--- src/rtl/swc_pkg.sv ---
package swc_pkg;

    typedef enum logic [1:0] {
        ST_RUN  = 2'd0,
        ST_STOP = 2'd1,
        ST_WAIT = 2'd2
    } swc_state_e;

    typedef struct packed {
        swc_state_e st;
        logic       pll;
        logic [1:0] ws;
        logic       resume;
        logic       take;
        logic       err;
    } swc_regs_t;

endpackage

--- src/rtl/swc_prio.sv ---
module swc_prio #(
    parameter int N_SRC = 4,
    parameter int LVL_W = 3
) (
    input  logic [N_SRC-1:0]       req_i,
    input  logic [N_SRC*LVL_W-1:0] lvl_i,
    output logic                   wake_o,
    output logic [LVL_W-1:0]       win_lvl_o
);
    localparam logic [LVL_W-1:0] LVL_MASKED = '1;

    always_comb begin
        wake_o    = 1'b0;
        win_lvl_o = LVL_MASKED;
        for (int i = 0; i < N_SRC; i++) begin
            if (req_i[i] && (lvl_i[i*LVL_W +: LVL_W] != LVL_MASKED)) begin
                if (!wake_o || (lvl_i[i*LVL_W +: LVL_W] < win_lvl_o)) begin
                    win_lvl_o = lvl_i[i*LVL_W +: LVL_W];
                end
                wake_o = 1'b1;
            end
        end
    end

    always_comb begin
        if (wake_o) begin
            AST_WAKE_NOT_MASKED: assert (win_lvl_o != LVL_MASKED);
        end
    end

endmodule

--- src/rtl/swc_wait_cnt.sv ---
module swc_wait_cnt #(
    parameter int WEXP0 = 10,
    parameter int WEXP1 = 13,
    parameter int WEXP2 = 15,
    parameter int WEXP3 = 17
) (
    input  logic       clk,
    input  logic       rst_n,
    input  logic       clear_i,
    input  logic       run_i,
    input  logic [1:0] sel_i,
    output logic       done_o
);
    localparam int EMAX01 = (WEXP0 > WEXP1) ? WEXP0 : WEXP1;
    localparam int EMAX23 = (WEXP2 > WEXP3) ? WEXP2 : WEXP3;
    localparam int EMAX   = (EMAX01 > EMAX23) ? EMAX01 : EMAX23;
    localparam int CNT_W  = EMAX + 1;

    logic [CNT_W-1:0] cnt_d, cnt_q;
    logic [CNT_W-1:0] limit;

    always_comb begin
        case (sel_i)
            2'b00:   limit = CNT_W'(1) << WEXP0;
            2'b01:   limit = CNT_W'(1) << WEXP1;
            2'b10:   limit = CNT_W'(1) << WEXP2;
            default: limit = CNT_W'(1) << WEXP3;
        endcase
    end

    assign done_o = run_i && (cnt_q == limit - CNT_W'(1));

    always_comb begin
        cnt_d = cnt_q;
        if (clear_i) begin
            cnt_d = '0;
        end else if (run_i) begin
            cnt_d = cnt_q + CNT_W'(1);
        end
    end

    always_ff @(posedge clk or negedge rst_n) begin
        if (!rst_n) begin
            cnt_q <= '0;
        end else begin
            cnt_q <= cnt_d;
        end
    end

    AST_CNT_BELOW_LIMIT: assert property (@(posedge clk) disable iff (!rst_n)
        run_i |-> (cnt_q < limit));

    AST_CNT_STARTS_ZERO: assert property (@(posedge clk) disable iff (!rst_n)
        clear_i |=> (cnt_q == '0));

endmodule

--- src/rtl/stop_wake_ctrl.sv ---
module stop_wake_ctrl
    import swc_pkg::*;
#(
    parameter int N_SRC = 4,
    parameter int WEXP0 = 10,
    parameter int WEXP1 = 13,
    parameter int WEXP2 = 15,
    parameter int WEXP3 = 17
) (
    input  logic               clk,
    input  logic               rst_n,
    input  logic               stop_req,
    input  logic               stop_pll,
    input  logic [1:0]         wait_sel,
    input  logic [N_SRC-1:0]   irq_req,
    input  logic [N_SRC*3-1:0] irq_lvl,
    input  logic               glob_ie,
    input  logic [2:0]         mask_lvl,
    output logic               osc_en,
    output logic               pll_en,
    output logic               cpu_clk_en,
    output logic               resume_pulse,
    output logic               take_irq,
    output logic               cfg_err
);
    localparam int LVL_W = 3;

    swc_regs_t        r_d, r_q;
    logic             wake;
    logic [LVL_W-1:0] win_lvl;
    logic             wait_done;

    swc_prio #(.N_SRC(N_SRC), .LVL_W(LVL_W)) i_prio (
        .req_i     (irq_req),
        .lvl_i     (irq_lvl),
        .wake_o    (wake),
        .win_lvl_o (win_lvl)
    );

    swc_wait_cnt #(.WEXP0(WEXP0), .WEXP1(WEXP1), .WEXP2(WEXP2), .WEXP3(WEXP3)) i_cnt (
        .clk     (clk),
        .rst_n   (rst_n),
        .clear_i (r_q.st == ST_STOP),
        .run_i   (r_q.st == ST_WAIT),
        .sel_i   (r_q.ws),
        .done_o  (wait_done)
    );

    always_comb begin
        r_d        = r_q;
        r_d.resume = 1'b0;
        r_d.take   = 1'b0;
        case (r_q.st)
            ST_RUN: begin
                if (stop_req) begin
                    if (stop_pll && !wait_sel[1]) begin
                        r_d.err = 1'b1;
                    end else begin
                        r_d.st  = ST_STOP;
                        r_d.pll = stop_pll;
                        r_d.ws  = wait_sel;
                    end
                end
            end
            ST_STOP: begin
                if (wake) begin
                    r_d.st = ST_WAIT;
                end
            end
            ST_WAIT: begin
                if (wait_done) begin
                    r_d.st     = ST_RUN;
                    r_d.pll    = 1'b0;
                    r_d.resume = 1'b1;
                    r_d.take   = glob_ie && wake && (win_lvl < mask_lvl);
                end
            end
            default: r_d.st = ST_RUN;
        endcase
    end

    always_ff @(posedge clk or negedge rst_n) begin
        if (!rst_n) begin
            r_q <= '{st: ST_RUN, pll: 1'b0, ws: 2'b00, resume: 1'b0, take: 1'b0, err: 1'b0};
        end else begin
            r_q <= r_d;
        end
    end

    assign cpu_clk_en   = (r_q.st == ST_RUN);
    assign osc_en       = (r_q.st != ST_STOP);
    assign pll_en       = !((r_q.st == ST_STOP) && r_q.pll);
    assign resume_pulse = r_q.resume;
    assign take_irq     = r_q.take;
    assign cfg_err      = r_q.err;

    AST_ERR_STICKY: assert property (@(posedge clk) disable iff (!rst_n)
        cfg_err |=> cfg_err);

    AST_PLL_STOP_LONG_WAIT: assert property (@(posedge clk) disable iff (!rst_n)
        (!pll_en) |-> r_q.ws[1]);

    AST_WS_HELD: assert property (@(posedge clk) disable iff (!rst_n)
        (r_q.st != ST_RUN) |=> ((r_q.st == ST_RUN) || $stable(r_q.ws)));

    AST_OSC_BEFORE_CLK: assert property (@(posedge clk) disable iff (!rst_n)
        $rose(cpu_clk_en) |-> ($past(osc_en) && $past(pll_en)));

    AST_RESUME_SINGLE: assert property (@(posedge clk) disable iff (!rst_n)
        resume_pulse |=> !resume_pulse);

    AST_TAKE_WITH_RESUME: assert property (@(posedge clk) disable iff (!rst_n)
        take_irq |-> (resume_pulse && cpu_clk_en));

    AST_STOP_NEEDS_WAKE: assert property (@(posedge clk) disable iff (!rst_n)
        ((r_q.st == ST_STOP) && !wake) |=> !osc_en);

endmodule

--- config.mk ---
export PLATFORM = sky130hd
export DESIGN_NAME = stop_wake_ctrl
export DESIGN_NICKNAME = d
export VERILOG_FILES = /design/src/rtl/swc_pkg.sv /design/src/rtl/swc_prio.sv /design/src/rtl/swc_wait_cnt.sv /design/src/rtl/stop_wake_ctrl.sv
export SDC_FILE = /design/constraint.sdc
export NUM_CORES = 1
export LEC_CHECK = 0
export BUFFER_PORTS_ARGS = -buffer_cell sky130_fd_sc_hd__buf_2
export CAP_MARGIN = 20
export CORE_MARGIN = 5
export CORE_UTILIZATION = 25
export CTS_CLUSTER_SIZE = 30
export DETAILED_ROUTE_END_ITERATION = 7
export GPL_ROUTABILITY_DRIVEN = 0
export PLACE_DENSITY_LB_ADDON = 0.3
export RECOVER_POWER = 25
export SYNTH_ARGS = -nofsm -noshare
export SYNTH_HDL_FRONTEND = slang
export SYNTH_SLANG_ARGS = --single-unit
--- constraint.sdc ---
create_clock -name clk -period 2.1 [get_ports clk]
set_input_delay 0.105 -clock clk [delete_from_list [all_inputs] [get_ports clk]]
set_output_delay 0.105 -clock clk [all_outputs]
set_load 0.01 [all_outputs]
==> impl_metrics.json, run 1 <==
{
  "cts_htree_levels": 1,
  "drive_above_1_share_pct": 34.7,
  "drc": 0,
  "path_class": "primary input to register",
  "max-vdd-ir-drop_mv": 0.268,
  "power_w": 0.00193,
  "final_max_slew_viol_count": 0,
  "fmax_mhz": 258,
  "place_hpwl_um": 3360,
  "routed-via-count": 1682,
  "avgViaCountPerCell": 4.58,
  "ys_types": 39,
  "clock_sinks": 26,
  "die_width_um": 94.1,
  "antennaDiodeCount": 0,
  "async_reset_ff_share_pct": 100,
  "rsz0062_at_grt": "yes",
  "yosys_warnings": 0,
  "critPathArrivalTime_ns": 4.06,
  "crit_required_ns": 2.29,
  "hold_viol_final": 0,
  "grt_util_all_layers_pct": 10.8,
  "num_rows": 30,
  "n_fill_cell": 718,
  "routedWlPerCell_um": 12.0,
  "first_pass_iters": 4,
  "coreArea_um2": 6830,
  "power-per-cell-area_nw_per_um2": 782,
  "synth_edf_count": 0,
  "ys_ff_latch": 26,
  "dpl_cell_area_um2": 2260,
  "antenna_found_initial": 0,
  "fin_crit_ns": 3.87,
  "slew_headroom_pct": 6.34,
  "dieArea_um2": 8850,
  "cp.buffers_inverters": 1,
  "grt_pass1_wl_um": 7800,
  "tritoncts": "yes",
  "start_util_pct": 25.9,
  "clock-root-buffer": "clkbuf_8",
  "grt_pass1_vias": 1788,
  "period_share_pct": 184,
  "clk_pin_slew_worst_paths_ns": 0.09,
  "worst_slew_pin_slew_ns": 1.40,
  "ios": 32,
  "clockBufferDepth": 2,
  "finish.utilization_pct": 36.0,
  "r2r-start": "i_cnt.cnt_q[0]$_DFFE_PN0P_",
  "netlist_area_um2": 1770,
  "grt_max_degree": 27,
  "grt_overflow": 0,
  "hold_class": "primary input to register",
  "synth_cells": 209,
  "critical_path.slowest_cell": "mux2_4",
  "routed_wl_um": 4410,
  "critPathMaxFanout": 3,
  "synth_flop_cell": "dfrtp_1",
  "cap_violations": 0,
  "drtIter0Drc": 50,
  "skew_ns": 0.00238,
  "syn_to_final_growth_pct": 39.3,
  "die_h_um": 94.1,
  "fin_area_um2": 2460,
  "leakage_nw": 1.13,
  "start_kind": "primary input",
  "cts_buffers": 3,
  "startpoint": "irq_lvl[2]",
  "final-setup-viol-count": 1,
  "violations": "negative setup slack",
  "slowest_delay_ns": 0.33,
  "min_from": "wait_sel[0]",
  "io_buffer_count": 31,
  "end_kind": "register",
  "nets": 310,
  "yosysSeqAreaShare_pct": 36.8,
  "ant_nets": 0,
  "synth.avg_cell_area_um2": 8.46,
  "syn-num-nets": 246,
  "fin_ws_ns": -1.77,
  "crit_family": "compound AO/OA/AOI/OAI gates",
  "status": "finished, violations left",
  "clk-insertion-delay-late_ns": 0.27
}
==> cells by family (layout without fill, tap and decap cells) <==
family / count (synthesis) / count (layout) / share of synthesized area [%]
DFF: 26 / 26 / 36.8
AOI/OAI and AO/OA: 44 / 44 / 16.1
xor gates and xnor gates: 9 / 9 / 4.46
muxes: 9 / 9 / 5.45
and+or+nand+nor: 88 / 88 / 24.8
adders and majority gates: 11 / 11 / 7.78
buffers and inverters: 22 / 84 / 4.67
==> worst reg2reg max path, stage by stage (launching register included) <==
cell and delay, ns:
dfrtp_1 0.40, ha_1 0.19, and3_2 0.23, nand3_1 0.10, nor4_2 0.31, buf_4 0.16
o2bb2ai_1 0.10, a21oi_2 0.15, mux2i_1 0.20
==> registers in the layout, indices dropped and copies added (netlist names) <==
| name | count |
|---|---|
| i_cnt.cnt_q | 18 |
| r_q | 5 |
| cfg_err | 1 |
| resume_pulse | 1 |
| take_irq | 1 |
==> report_power, final <==
part / internal (W) / switching [W]
registers: 0.000612 / 0.0000943
clock network: 0.000129 / 0.000159
logic: 0.000454 / 0.000480
total: 0.00119 / 0.000733
==> stage by stage <==
step	setup slack, ns	hold WS (ns)	setup TNS (ns)	instances
5_1_grt	-1.99	0.0480	-2.01	367
2_1_floorplan	-1.94	-0.191	-1.94	209
3_3_place_gp	-2.20	0.151	-2.20	356
4_1_cts	-1.85	0.0514	-1.85	366
3_5_place_dp	-2.36	0.155	-2.37	356
6_report	-1.77	0.0608	-1.77	367
==> cell usage in the layout, fill, tap and decap left out, types with 2 or more instances in the layout <==
cell	count
a21oi_1	8
a21oi_2	3
a31oi_1	2
and2_1	2
buf_2	28
buf_4	31
buf_6	2
clkbuf_8	3
dfrtp_1	26
ha_1	7
ha_4	4
inv_1	18
mux2_2	3
mux2_4	2
mux2i_1	4
nand2_1	23
nand3_1	15
nand3b_1	2
nand4_1	2
nor2_1	17
nor2b_1	6
nor2b_4	2
nor3_1	2
o21a_1	2
o21ai_0	7
o21ai_1	2
o21ai_2	3
o21bai_1	2
o22ai_1	4
or3_1	6
xnor2_1	5
xor2_1	4
==> layer usage <==
metal  GRT usage (%)  vias to the layer above  share of wire (%)
met4            3.97                        0                1.9
met1            13.6                      796                 47
met5               0                        -                  0
met3            1.84                        6                2.3
li1                -                      859                  -
met2            18.5                       21                 49
==> layout make-up <==
| class | instances | area [um^2] | area share (%) |
|---|---|---|---|
| multi-input combinational | 161 | 1170 | 47.7 |
| tap | 96 | 120 | 4.88 |
| timing repair buffer | 63 | 409 | 16.6 |
| clock buffer | 3 | 41.3 | 1.68 |
| sequential | 26 | 651 | 26.4 |
| inverter | 18 | 67.6 | 2.74 |
==> worst paths after layout <==
check | endpoint | slack [ns] | cells after the start
min | r_q[3]$_DFFE_PN0P_ | 0.06 | 2
min in group asynchronous | r_q[3]$_DFFE_PN0P_ | 0.68 | 2
max in group asynchronous | i_cnt.cnt_q[2]$_DFFE_PN0P_ | 0.60 | 2
max reg2reg | r_q[7]$_DFFE_PN0P_ | 0.18 | 8
min reg2reg | cfg_err$_DFFE_PN0P_ | 0.48 | 1
max | take_irq$_DFF_PN0_ | -1.77 | 25
==> synth_stat cells (2+ instances only) <==
library cell | n | area share [%]
dfrtp_1 | 26 | 37
nand2_1 | 24 | 5.1
inv_1 | 18 | 3.8
nor2_1 | 18 | 3.8
nand3_1 | 16 | 4.5
a21oi_1 | 12 | 3.4
o21ai_0 | 12 | 3.4
ha_1 | 11 | 7.8
nor2b_1 | 7 | 2.5
or3_1 | 6 | 2.1
mux2_2 | 5 | 3.2
xnor2_1 | 5 | 2.5
clkbuf_1 | 4 | 0.85
mux2i_1 | 4 | 2.3
o22ai_1 | 4 | 1.4
xor2_1 | 4 | 2.0
o21bai_1 | 3 | 1.3
a31oi_1 | 2 | 0.71
and2_1 | 2 | 0.71
and3_1 | 2 | 0.71
nand3b_1 | 2 | 0.85
nand4_1 | 2 | 0.71
nor3_1 | 2 | 0.57
nor3b_1 | 2 | 0.85
o21a_1 | 2 | 0.85
==> timing repair <==
item / 4_1_cts / 5_1_grt
resized for setup: 10 / 10
hold buffers: 1 / 0
endpoints found under the setup margin: 2 / 7
endpoints found under the hold margin: 26 / 0
pin swaps: 20 / 8
buffers inserted: 6 / 1
(Power assumes the default switching activity.)
==> run 2, diff against run 1 <==
ABC_AREA = 1   (was not set)
PLACE_DENSITY = 0.39   (was not set)
PLACE_DENSITY_LB_ADDON = not set   (was 0.3)
==> run 2 against run 1 <==
  * Final area up 4.3%
  * Worst hold slack worse by 0.0030 ns
  * Sequential power is 7.2% lower
  * Highest routed layer unchanged
  * The run ends with max-capacitance violations, max-slew violations, negative setup slack left
  * First-iteration DRC count grew 74%
  * Register-to-register slack lost 0.05 ns
  * Largest cell class unchanged
  * Global-route usage grew 0.49 points
  * Flip-flop and latch count did not move
==> impl_metrics.json, run 2 <==
{
  "status": "finished, violations left",
  "violations": "max-capacitance violations, max-slew violations, negative setup slack",
  "cts_buffers": 3,
  "antennaDiodeCount": 0,
  "grt_max_degree": 27,
  "fin_crit_ns": 3.16,
  "ios": 32,
  "start_kind": "primary input",
  "coreArea_um2": 6830,
  "internal_power_w": 0.00122,
  "wl_met1_um": 2360,
  "met2_length_um": 2300,
  "top_register": "i_cnt.cnt_q",
  "avgViaCountPerCell": 4.34,
  "syn_to_final_growth_pct": 45.9,
  "rsz0062_at_grt": "yes",
  "slowest_delay_ns": 0.30,
  "slew_headroom_pct": -0.550,
  "top_layer": "met4",
  "critPathMostFrequentCell": "nand2_1",
  "p_sw_share_pct": 35.9,
  "synth.avg_cell_area_um2": 7.37,
  "drc": 0,
  "clkPwrFrac_pct": 22.8,
  "clk-insertion-delay-late_ns": 0.28,
  "die_h_um": 93.9,
  "power_w": 0.00191,
  "seqPwrFrac_pct": 34.4,
  "routedWlPerCell_um": 11.7,
  "num_rows": 30,
  "nets": 351,
  "crit_required_ns": 2.32,
  "final_common_cell": "nand2_1",
  "place_ws_ns": -1.56,
  "synth_top_area_share_pct": 37.0,
  "clock_sinks": 26,
  "path_class": "primary input to register",
  "crit_family": "simple AND/OR/NAND/NOR gates",
  "hold_viol_final": 0,
  "yosys.area.top_type": "dfrtp_1",
  "rr_worst_depth": 8,
  "final_cell_mix": "nand2_1, buf_4, inv_1, buf_2, dfrtp_1",
  "ant_nets": 0,
  "antenna_found_initial": 0,
  "netlist_area_um2": 1760,
  "period_share_pct": 150,
  "start_util_pct": 25.8,
  "power.switching_w": 0.000684,
  "synthTopCellsByArea": "dfrtp_1, nand2_1, inv_1",
  "power-per-cell-area_nw_per_um2": 742,
  "critPathMaxFanout": 5,
  "crit_cells": 34,
  "clk_pin_slew_worst_paths_ns": 0.11,
  "drive_above_1_share_pct": 38.0,
  "routed-via-count": 1775,
  "yosys_warnings": 0,
  "clock-root-buffer": "clkbuf_8",
  "first_pass_iters": 4,
  "critical_path.slowest_cell": "ha_1",
  "routed_wl_um": 4800,
  "grt_pass1_wl_um": 8090,
  "holdPathStages": 2,
  "grt_overflow": 0,
  "grt_pass1_vias": 1776,
  "dieArea_um2": 8820,
  "cap_violations": 1,
  "grt_util_all_layers_pct": 11.3,
  "finish.utilization_pct": 37.6,
  "max-vdd-ir-drop_mv": 0.279,
  "ys_types": 31,
  "drtIter0Drc": 87,
  "synthTopCellsByCount": "nand2_1, inv_1, dfrtp_1, a21oi_1, nor2_1",
  "skew_ns": 0.0107,
  "fmax_mhz": 317,
  "pwr-share-comb_pct": 42.8,
  "worst_slew_pin_slew_ns": 1.51,
  "largest_reg_flops": 18,
  "fin_ws_ns": -1.06,
  "wl_met3_um": 93,
  "synth_edf_count": 0,
  "synthMostInstantiatedCell": "nand2_1",
  "synth_cells": 239,
  "cp.buffers_inverters": 5,
  "synth_flop_cell": "dfrtp_1",
  "clockBufferDepth": 2,
  "die_width_um": 93.9,
  "io_buffer_count": 31,
  "syn-num-nets": 276,
  "tritoncts": "yes",
  "leakage_nw": 1.24,
  "final_max_slew_viol_count": 27,
  "place_hpwl_um": 3790,
  "end_kind": "register",
  "hold_class": "primary input to register",
  "ys_ff_latch": 26,
  "layout_top_registers": "i_cnt.cnt_q: 18 flops, r_q: 5 flops",
  "cts_htree_levels": 1,
  "async_reset_ff_share_pct": 100,
  "yosysSeqAreaShare_pct": 37.0,
  "final-setup-viol-count": 1,
  "critPathArrivalTime_ns": 3.38
}
==> run 2: changes by cell type after synthesis, moves of 5 or more <==
| cell | change |
|---|---|
| nand2_1 | +23 |
| nand2_2 | +5 |
| a21oi_1 | +10 |
| or3_1 | -6 |
| nor2b_1 | -7 |
| inv_1 | +24 |
| xnor2_1 | -5 |
==> run 2: worst reg2reg max path: cells and delay by family (launching register included) <==
family,cells,cell delay (ns)
simple gates,4,0.68
flops,1,0.39
fa+ha+maj,1,0.23
compound gates,3,0.54
==> run 2: routing by layer <==
layer	track usage (%)	vias up
met2	19.6	16
met5	0	-
met3	1.92	2
met4	2.17	0
li1	-	948
met1	14.8	809
==> run 2: cells by family after synthesis <==
logic type / Yosys count / synth area share [%]
AO/OA/AOI/OAI: 53 / 17.8
adder cells (fa/ha/maj): 11 / 7.82
buffers and inverters: 44 / 9.38
flip-flops: 26 / 37.0
multiplexers: 1 / 0.640
AND/OR/NAND/NOR: 104 / 27.4
==> run 2: path summary, 6_finish.rpt <==
path                                                to                  startpoint  slack [ns]
max                                 take_irq$_DFF_PN0_                  irq_req[0]       -1.06
min                                 r_q[3]$_DFFE_PN0P_                 wait_sel[0]        0.06
max reg2reg                         r_q[6]$_DFFE_PN0P_  i_cnt.cnt_q[1]$_DFFE_PN0P_        0.13
min reg2reg                        cfg_err$_DFFE_PN0P_         cfg_err$_DFFE_PN0P_        0.49
max in group asynchronous  i_cnt.cnt_q[12]$_DFFE_PN0P_                       rst_n        0.49
min in group asynchronous          cfg_err$_DFFE_PN0P_                       rst_n        0.72
==> run 2: power groups by stage <==
stage | clock network [W] | registers, W | logic (W)
floorplan | 0 | 0.000658 | 0.000417
finish | 0.000435 | 0.000655 | 0.000815
detailed placement | 0 | 0.000666 | 0.000728
CTS | 0.000447 | 0.000655 | 0.000747
global route | 0.000468 | 0.000673 | 0.000928
global placement | 0 | 0.000662 | 0.000726
==> run 2: layout make-up <==
type / instances / area (um^2)
Sequential cell: 26 / 651
Tap cell: 96 / 120
Timing Repair Buffer: 71 / 467
Multi-Input combinational cell: 169 / 1090
Inverter: 43 / 166
Fill cell: 743 / 4260
Clock buffer: 3 / 41.3
Clock inverter: 1 / 30.0
==> run 2: stage by stage <==
step	std cells	area [um^2]	hold slack (ns)	setup TNS, ns
floorplan	239	1760	-0.191	-1.06
global placement	399	2290	0.160	-1.53
detailed placement	399	2290	0.175	-1.56
CTS	405	2400	0.0558	-1.05
global route	409	2570	0.0547	-1.54
finish	409	2570	0.0578	-1.06
==> run 2: timing repair <==
action / CTS / global route
endpoints found under the setup margin: 1 / 7
hold buffers: 1 / 0
pin swaps: 3 / 27
hold endpoints to repair: 26 / 0
setup buffers: 1 / 4
resized for setup: 9 / 33
==> run 3, diff against run 2 <==
CELL_PAD_IN_SITES_DETAIL_PLACEMENT = 1   (was not set)
CELL_PAD_IN_SITES_GLOBAL_PLACEMENT = 1   (was not set)
PLACE_DENSITY = 0.51   (was 0.39)
==> run 3 against run 2 <==
  * Routed wire length rose by 10%
  * The run still ends with max-capacitance violations, max-slew violations, negative setup slack left
  * Sequential share of layout area down 0.63 points
  * Worst hold slack better by 0.0021 ns
  * Total power down 6.2%
  * Sequential power is 0.8% lower
  * Fmax fell by 0.41%
  * Combinational power rose by 3.2%
  * Via count up 2.8%
  * Utilization increased by 0.95 points
  * Largest cell class unchanged
  * Clock skew down 0.0086 ns
==> impl_metrics.json, run 3 (same netlist as run 2, synthesis figures left out) <==
{
  "avgViaCountPerCell": 4.44,
  "final-setup-viol-count": 1,
  "critPathMaxFanout": 5,
  "ios": 32,
  "period_share_pct": 151,
  "io_buffer_count": 31,
  "hold_viol_final": 0,
  "grt_pass1_vias": 1843,
  "final_common_cell": "buf_4",
  "crit_family": "simple AND/OR/NAND/NOR gates",
  "largest_reg_flops": 18,
  "violations": "max-capacitance violations, max-slew violations, negative setup slack",
  "worst_slew_pin_slew_ns": 1.53,
  "fin_ws_ns": -1.07,
  "end_kind": "register",
  "p_sw_share_pct": 38.5,
  "grt_pass1_wl_um": 8750,
  "ant_nets": 0,
  "fin_crit_ns": 3.17,
  "leakage_nw": 1.26,
  "antennaDiodeCount": 0,
  "die_h_um": 93.9,
  "fmax_mhz": 316,
  "path_class": "primary input to register",
  "final_max_slew_viol_count": 27,
  "grt_overflow": 0,
  "pwr-share-comb_pct": 47.0,
  "critPathArrivalTime_ns": 3.38,
  "hold_class": "primary input to register",
  "min_from": "wait_sel[0]",
  "finalHoldWorstSlack_ns": 0.0599,
  "start_util_pct": 25.8,
  "slowest_delay_ns": 0.32,
  "num_rows": 30,
  "finish.utilization_pct": 38.6,
  "final_cell_mix": "buf_4, nand2_1, inv_1, buf_2, dfrtp_1",
  "antenna_found_initial": 0,
  "clk_pin_slew_worst_paths_ns": 0.09,
  "critPathMostFrequentCell": "nand2_2",
  "cts_buffers": 3,
  "cap_violations": 1,
  "syn_to_final_growth_pct": 49.6,
  "cp.buffers_inverters": 5,
  "r2r-start": "i_cnt.cnt_q[1]$_DFFE_PN0P_",
  "power_w": 0.00179,
  "power-per-cell-area_nw_per_um2": 679,
  "grt_max_degree": 27,
  "drc": 0,
  "skew_ns": 0.00202,
  "cts_htree_levels": 1,
  "first_pass_iters": 4,
  "start_kind": "primary input",
  "clkPwrFrac_pct": 16.6,
  "drive_above_1_share_pct": 40.6,
  "tritoncts": "yes",
  "clk-insertion-delay-late_ns": 0.28,
  "status": "finished, violations left",
  "drtIter0Drc": 43,
  "critical_path.slowest_cell": "ha_1",
  "seqPwrFrac_pct": 36.3,
  "internal_power_w": 0.00110,
  "power.switching_w": 0.000688,
  "coreArea_um2": 6830,
  "clock_sinks": 26,
  "routed-via-count": 1824,
  "clock-root-buffer": "clkbuf_8",
  "die_width_um": 93.9,
  "layout_top_registers": "i_cnt.cnt_q: 18 flops, r_q: 5 flops",
  "nets": 354,
  "place_hpwl_um": 4240,
  "routed_wl_um": 5280,
  "dieArea_um2": 8820,
  "startpoint": "irq_req[0]",
  "clockBufferDepth": 2,
  "grt_util_all_layers_pct": 12.5,
  "routedWlPerCell_um": 12.9,
  "max-vdd-ir-drop_mv": 0.376,
  "rsz0062_at_grt": "yes",
  "top_register": "i_cnt.cnt_q",
  "crit_required_ns": 2.32,
  "slew_headroom_pct": -1.81
}
[run 3: changes by cell type in the layout (fill, tap and decap cells not counted), moves of 2 or more]
cell	change
o21ai_1	-2
clkbuf_1	+2
buf_4	+3
nand2_2	+5
nor2_4	+2
buf_2	-2
nand3_4	+2
nand2_1	-6
[run 3: through the flow]
| stage | area, um^2 | instances | TNS, ns | worst slack (ns) |
|---|---|---|---|---|
| after floorplan | 1760 | 239 | -1.06 | -1.06 |
| after global placement | 2310 | 402 | -1.51 | -1.51 |
| after detailed placement | 2310 | 402 | -1.71 | -1.62 |
| after CTS | 2390 | 406 | -1.11 | -1.11 |
| after global routing | 2630 | 411 | -1.62 | -1.32 |
| final | 2630 | 411 | -1.07 | -1.07 |
[run 3: what timing repair did]
item / in CTS / in global routing
endpoints found under the hold margin: 26 / 0
hold buffers: 1 / 0
setup buffers: 0 / 5
resized for setup: 9 / 46
pin swaps: 3 / 29
setup endpoints to repair: 2 / 7
[run 3: per-layer routing]
| metal | routed length, um | share of wire (%) | global-route usage [%] |
|---|---|---|---|
| met5 | 0 | 0 | 0 |
| met2 | 2410 | 46 | 19.1 |
| met4 | 66 | 1.2 | 3.61 |
| met3 | 137 | 2.6 | 2.24 |
| met1 | 2670 | 51 | 17.8 |
[run 3: power groups by stage]
| stage | registers [W] | logic, W | clock network, W |
|---|---|---|---|
| after floorplan | 0.000658 | 0.000417 | 0 |
| after global placement | 0.000662 | 0.000750 | 0 |
| after detailed placement | 0.000662 | 0.000757 | 0 |
| after CTS | 0.000652 | 0.000778 | 0.000312 |
| after global routing | 0.000665 | 0.000959 | 0.000328 |
| final | 0.000650 | 0.000841 | 0.000298 |
[run 3: layout make-up]
type                    instances  area, um^2
repair buffers                 74         487
well taps                      96         120
fillers                       878        4200
clock buffers                   3        41.3
inverters                      43         164
multi-input cells             169        1170
flip-flops and latches         26         651
[run 3: worst reg2reg max path, delay by kind of cell (launching register included)]
kind            cells  cell delay [ns]
compound gates      3             0.56
fa+ha+maj           1             0.21
flops               1             0.38
simple gates        4             0.67
[run 3: worst paths after layout]
check,depth (start not counted),to,slack [ns]
worst max-delay path,33,take_irq$_DFF_PN0_,-1.07
worst min-delay path,2,r_q[3]$_DFFE_PN0P_,0.06
worst max register to register,8,r_q[6]$_DFFE_PN0P_,0.14
worst min register to register,1,cfg_err$_DFFE_PN0P_,0.50
max in group asynchronous,2,r_q[7]$_DFFE_PN0P_,0.48
min in group asynchronous,2,i_cnt.cnt_q[16]$_DFFE_PN0P_,0.73
